### src/rtl/irq_prio_core.sv
module irq_prio_core #(
  parameter int N  = 8,            // level count, power of two
  parameter int LW = $clog2(N)
) (
  input  logic          clk,
  input  logic          rst_n,
  input  logic          init,
  input  logic          level_trig,
  input  logic [N-1:0]  req,
  input  logic          mask_wr,
  input  logic [N-1:0]  mask_data,
  input  logic          smm_wr,
  input  logic          smm_val,
  input  logic          ack,
  input  logic          cmd_eoi,
  input  logic          cmd_setpri,
  input  logic          cmd_specific,
  input  logic          cmd_rotate,
  input  logic [LW-1:0] cmd_level,
  output logic          irq,
  output logic [LW-1:0] ack_level,
  output logic [N-1:0]  pending,
  output logic [N-1:0]  in_service,
  output logic [N-1:0]  mask_state,
  output logic [LW-1:0] low_level
);

  logic [N-1:0]  pend_q, isr_q, mask_q, hist_q;
  logic [LW-1:0] low_q, ack_q;
  logic          smm_q;

  function automatic logic [N-1:0] rot_dn(input logic [N-1:0] v, input logic [LW-1:0] s);
    logic [LW-1:0] k;
    rot_dn = '0;
    for (int i = 0; i < N; i++) begin
      k = LW'(i) + s;
      rot_dn[i] = v[k];
    end
  endfunction

  function automatic logic [LW:0] first_set(input logic [N-1:0] v);
    first_set = '0;
    for (int i = N - 1; i >= 0; i--)
      if (v[i]) first_set = {1'b1, LW'(i)};
  endfunction

  wire [LW-1:0] hp = low_q + 1'b1;

  wire [N-1:0] cand = pend_q & ~mask_q & (smm_q ? ~isr_q : '1);
  wire [N-1:0] blk  = smm_q ? '0 : isr_q;
  wire [N-1:0] eov  = smm_q ? (isr_q & ~mask_q) : isr_q;

  wire [LW:0] cf = first_set(rot_dn(cand, hp));
  wire [LW:0] bf = first_set(rot_dn(blk, hp));
  wire [LW:0] ef = first_set(rot_dn(eov, hp));

  wire [LW-1:0] win  = cf[LW-1:0] + hp;
  wire [LW-1:0] etgt = ef[LW-1:0] + hp;

  assign irq = cf[LW] && (!bf[LW] || (cf[LW-1:0] < bf[LW-1:0]));

  wire          take    = ack && irq;
  wire [N-1:0]  set_vec = take ? (N'(1) << win) : '0;
  wire [LW-1:0] eoi_lvl = cmd_specific ? cmd_level : etgt;
  wire          eoi_hit = cmd_eoi && (cmd_specific || ef[LW]);
  wire [N-1:0]  clr_vec = eoi_hit ? (N'(1) << eoi_lvl) : '0;

  logic [LW-1:0] low_nx;
  always_comb begin
    low_nx = low_q;
    if (cmd_setpri)                       low_nx = cmd_level;
    else if (eoi_hit && cmd_rotate)       low_nx = eoi_lvl;
  end

  always_ff @(posedge clk or negedge rst_n) begin
    if (!rst_n) begin
      pend_q <= '0;
      isr_q  <= '0;
      mask_q <= '0;
      hist_q <= '1;
      low_q  <= LW'(N - 1);
      ack_q  <= '0;
      smm_q  <= 1'b0;
    end else if (init) begin
      pend_q <= '0;
      isr_q  <= '0;
      mask_q <= '0;
      hist_q <= '1;
      low_q  <= LW'(N - 1);
      smm_q  <= 1'b0;
    end else begin
      if (ack) begin
        pend_q <= pend_q & ~set_vec;
      end else begin
        pend_q <= level_trig ? req : (pend_q | (req & ~hist_q));
        hist_q <= req;
      end
      isr_q <= (isr_q | set_vec) & ~clr_vec;
      low_q <= low_nx;
      if (take)    ack_q  <= win;
      if (mask_wr) mask_q <= mask_data;
      if (smm_wr)  smm_q  <= smm_val;
    end
  end

  assign ack_level  = ack_q;
  assign pending    = pend_q;
  assign in_service = isr_q;
  assign mask_state = mask_q;
  assign low_level  = low_q;

  a_r1_init_clears: assert property (@(posedge clk) disable iff (!rst_n)
    init |=> (pending == '0 && in_service == '0 && mask_state == '0 && low_level == LW'(N - 1)));

  a_r9_masked_quiet: assert property (@(posedge clk) disable iff (!rst_n)
    irq |-> ((pending & ~mask_state) != '0));

  a_r10_ack_moves: assert property (@(posedge clk) disable iff (!rst_n)
    (ack && irq && !init && !cmd_eoi) |=> (in_service[$past(win)] && !pending[$past(win)]));

  a_r4_specific_clears: assert property (@(posedge clk) disable iff (!rst_n)
    (cmd_eoi && cmd_specific && !ack && !init) |=> !in_service[$past(cmd_level)]);

  a_r5_rotate_specific: assert property (@(posedge clk) disable iff (!rst_n)
    (cmd_eoi && cmd_specific && cmd_rotate && !cmd_setpri && !init) |=> (low_level == $past(cmd_level)));

endmodule

### config.mk
export PLATFORM = sky130hd
export DESIGN_NAME = irq_prio_core
export DESIGN_NICKNAME = d
export VERILOG_FILES = /design/src/rtl/irq_prio_core.sv
export SDC_FILE = /design/constraint.sdc
export NUM_CORES = 1
export LEC_CHECK = 0
export BUFFER_PORTS_ARGS = -buffer_cell sky130_fd_sc_hd__buf_2
export CELL_PAD_IN_SITES_DETAIL_PLACEMENT = 1
export CELL_PAD_IN_SITES_GLOBAL_PLACEMENT = 2
export CORE_UTILIZATION = 30
export CTS_CLUSTER_DIAMETER = 100
export DETAILED_ROUTE_END_ITERATION = 6
export GPL_TIMING_DRIVEN = 0
export PLACE_DENSITY = 0.81
export RECOVER_POWER = 100
export SLEW_MARGIN = 20
export SYNTH_ARGS = -nofsm -noshare
export SYNTH_HDL_FRONTEND = slang
export SYNTH_SLANG_ARGS = --single-unit
### constraint.sdc
create_clock -name clk -period 4.9 [get_ports clk]
set_input_delay 0.735 -clock clk [delete_from_list [all_inputs] [get_ports clk]]
set_output_delay 0.735 -clock clk [all_outputs]
set_load 0.01 [all_outputs]
==> reports/results.tsv <==
stage	metric	value	unit
floorplanning	Die H	116.9	microns
clock_tree	clock latency on the worst-skew pair	0.28	ns
logic_synthesis	Yosys warning total	0	
timing	Min Clock Period, post-route	4.939	ns
setup_path	r2r startpoint	low_level[0]	
clock_tree	cts bufs inserted	5	
global_route	largest net degree at the start of global routing	40	
logic_synthesis	Syn Std Cell Area	0.003960	sq mm
min_path	Hold Path Stages	2	
logic_synthesis	register area share after synthesis	24.99	%
power_and_ir_drop	Sw Share	49.16	%
floorplanning	starting density of the core	31.13	%
cells_and_area	ant diodes	0	
power_and_ir_drop	internal cell power	0.002286	W
logic_synthesis	post-synthesis cell count	407	
global_route	first-pass GRT wire length	20580	microns
routing	DRT Pass-1 Iters	5	
logic_synthesis	top_reg_cell synth	dfrtp_1	
power_and_ir_drop	Max VDD drop	481.3	uV
power_and_ir_drop	clock power share	7.0	%
timing	achievable clock frequency	202.5	MHz
cells_and_area	Filler Cell Count	1512	
routing	drt wl/cell	19.67	microns
clock_tree	Clock transition at path regs	0.06	ns
power_and_ir_drop	total power	0.004496	W
flow_run	max-cap check violation count	1	
cells_and_area	Final Instance Area	0.005052	sq mm
setup_path	cells on worst reg2reg path	19	
logic_synthesis	Cell variety after synth	66	
timing	Final Max Tran Viols	40	
cells_and_area	commonest non-fill, non-tap cell in the layout	nand2_1	
power_and_ir_drop	Sequential Power Share	10.8	%
floorplanning	Site Rows	41	
placement	Inst Count DP	639	
floorplanning	core area	0.01272	sq mm
min_path	Worst Hold Launch	ack_level[1]	
global_route	total gr overflow	0	
setup_path	CP required	4.16	ns
logic_synthesis	top cells by area, synth	dfrtp_1, mux4_2, mux2i_1	
cells_and_area	Finished Layout Cells	671	
outcome	failing checks	capacitance limit, slew limit, setup timing	
cells_and_area	nets	537	
clock_tree	Root Buffer	clkbuf_16	
timing	Final WS setup	-0.03936	ns
setup_path	Setup crit end kind	output pin	
min_path	worst min path class	flop to flop	
routing	Starting DRT DRC Count	165	
setup_path	reg-to-reg slack, setup	0.02	ns
routing	Antenna Nets Post-Route	0	
power_and_ir_drop	Sw Pwr	0.002210	W
timing	period utilization	100.8	%
outcome	status	finished with violations	
floorplanning	Die Span X	116.9	microns
timing	Finish-stage setup viols	1	
logic_synthesis	Post-synth ARST share	100.0	%
global_route	initial antenna violation count	0	
clock_tree	clk sinks	39	
logic_synthesis	Syn Area/Cell	9.730	sq um
placement	port bufs	60	
placement	dpl hpwl	9972	microns
routing	vias	3712	
cells_and_area	layout overhead on the synthesized area	27.58	%
routing	Vias per Instance	5.532	
placement	Cell Area, Placed	0.004514	sq mm
timing	clk_skew	0.005434	ns
power_and_ir_drop	Comb pwr share	82.2	%
min_path	Worst Hold Path EP	ack_level[1]	
setup_path	Worst setup SP type	flop	
power_and_ir_drop	static leakage	2.151	nW
timing	Least-Margin Pin Slew	2.075	ns
logic_synthesis	Syn Nets	446	
global_route	number of global-route vias before repair	3794	
cells_and_area	highest-count cells in the layout ignoring fill and taps	nand2_1, buf_2, clkbuf_1	
placement	GP Congestion	0.8309	
clock_tree	# H-tree levels	2	
timing	endpoints failing hold	0	
routing	number of remaining DRC errors	0	
logic_synthesis	Synth top area share	17.69	%
power_and_ir_drop	power density over the cells	889.8	mW/mm^2
floorplanning	die area	0.01366	sq mm
setup_path	CP max FO	6	
clock_tree	CTS tree	yes	
global_route	GRT Util Overall	19.84	%
timing	RSZ-0062 raised after global routing	true	
setup_path	Reg-to-Reg End	ack_level[2]	
cells_and_area	layout cells sized above 1	33.67	%
logic_synthesis	post-synth top area cell	dfrtp_1	
timing	hold_ws	0.5234	ns
logic_synthesis	number of synthesized register bits	39	
clock_tree	clk buf depth	2	
routing	total wire length	13200	microns
setup_path	kind of critical path	flop to output pin	
setup_path	CP arrival	4.20	ns
logic_synthesis	Post-synth EDFFs	0	
timing	Max-slew headroom	-38.35	%
floorplanning	num ports	62	
==> how the worst max path moves through the flow <==
stage	slack (ns)	startpoint	cells past startpoint	to
floorplan	0.09	low_level[0]	20	irq
global placement	-0.52	low_level[0]	17	irq
detailed placement	-0.59	low_level[0]	17	in_service[1]
CTS	-0.07	low_level[0]	17	irq
global route	-0.19	low_level[0]	17	irq
finish	-0.04	low_level[0]	17	irq
==> synthesized netlist by cell type (all sizes together), types with 9 or more instances <==
| cell type | n |
|---|---|
| nand2 | 38 |
| dfrtp | 28 |
| mux2i | 36 |
| nor2b | 22 |
| a21oi | 21 |
| nor2 | 28 |
| and2 | 9 |
| o221a | 9 |
| inv | 15 |
| nand3 | 22 |
| dfstp | 11 |
| nor3 | 16 |
| mux4 | 20 |
| nand2b | 13 |
| mux2 | 16 |
| buf | 12 |
==> logic make-up (layout without fill, tap and decap cells) <==
| kind of cell | count (synthesis) | after routing | share of synthesized area (%) |
|---|---|---|---|
| adders and majority gates | 8 | 8 | 2.907 |
| buffers and inverters | 34 | 125 | 4.613 |
| and+or+nand+nor | 171 | 171 | 23.95 |
| muxes | 72 | 72 | 25.78 |
| xor gates and xnor gates | 7 | 8 | 2.275 |
| DFF | 39 | 39 | 24.99 |
| AOI/OAI and AO/OA | 76 | 76 | 15.48 |
==> area by class of cell <==
cell class	instances	area (sq um)	share of cell area, %
buffer	16	127.6	2.526
clock buffer	5	125.1	2.476
clock inverter	3	20.02	0.3962
inverter	16	80.08	1.585
multi-input combinational	335	3027	59.91
sequential	39	989.7	19.59
tap	172	215.2	4.260
timing repair buffer	85	467.9	9.262
==> flip-flops by register name, indices dropped and copies added, names as in the netlist <==
signal and flops:
hist_q 8, in_service 8, low_level 3, mask_state 8
smm_q 1, pending 8, ack_level 3
==> per-layer routing <==
metal	wire length, microns	up-vias	global-route usage, %
met2	6624	98	34.24
met4	472	0	8.270
li1	-	1720	-
met1	5717	1865	25.34
met5	0	-	0
met3	385	29	2.111
==> timing repair <==
item | in CTS | in global routing
setup buffers | 18 | 7
gates resized for setup | 32 | 19
pin swaps | 13 | 12
hold endpoints to repair | 0 | 0
cloned | 0 | 1
hold buffers | 0 | 0
endpoints found under the setup margin | 21 | 20
==> through the flow <==
| stage | TNS, ns | setup slack, ns | util, % |
|---|---|---|---|
| floorplan | 0 | 0.09027 | - |
| global placement | -6.909 | -0.5181 | 35.48 |
| detailed placement | -8.439 | -0.5852 | 35.48 |
| CTS | -0.06606 | -0.06606 | 38.83 |
| global route | -0.8420 | -0.1882 | 39.71 |
| finish | -0.03936 | -0.03936 | 39.71 |
==> worst max-delay path: stages (launching register included) <==
cell and delay, ns:
dfstp_2 0.55, buf_12 0.11, clkinvlp_4 0.09, ha_4 0.39, and2b_2 0.30, nand3_2 0.08, nand4_1 0.15, mux2_4 0.32
buf_6 0.12, nor4b_4 0.35, a211oi_4 0.13, ha_4 0.26, a211oi_2 0.23, o211ai_1 0.15, o41ai_4 0.30, o21ai_4 0.14
nor2b_2 0.12, buf_2 0.13
==> power groups by stage <==
| stage | Combinational [W] | Sequential [W] | Clock [W] |
|---|---|---|---|
| 5_1_grt | 0.00397 | 0.000493 | 0.000331 |
| 6_report | 0.00370 | 0.000484 | 0.000314 |
| 3_5_place_dp | 0.00280 | 0.000489 | 0 |
| 2_1_floorplan | 0.00214 | 0.000481 | 0 |
| 4_1_cts | 0.00322 | 0.000479 | 0.000319 |
| 3_3_place_gp | 0.00274 | 0.000487 | 0 |
Note: power is estimated with default switching activity, not from simulation.
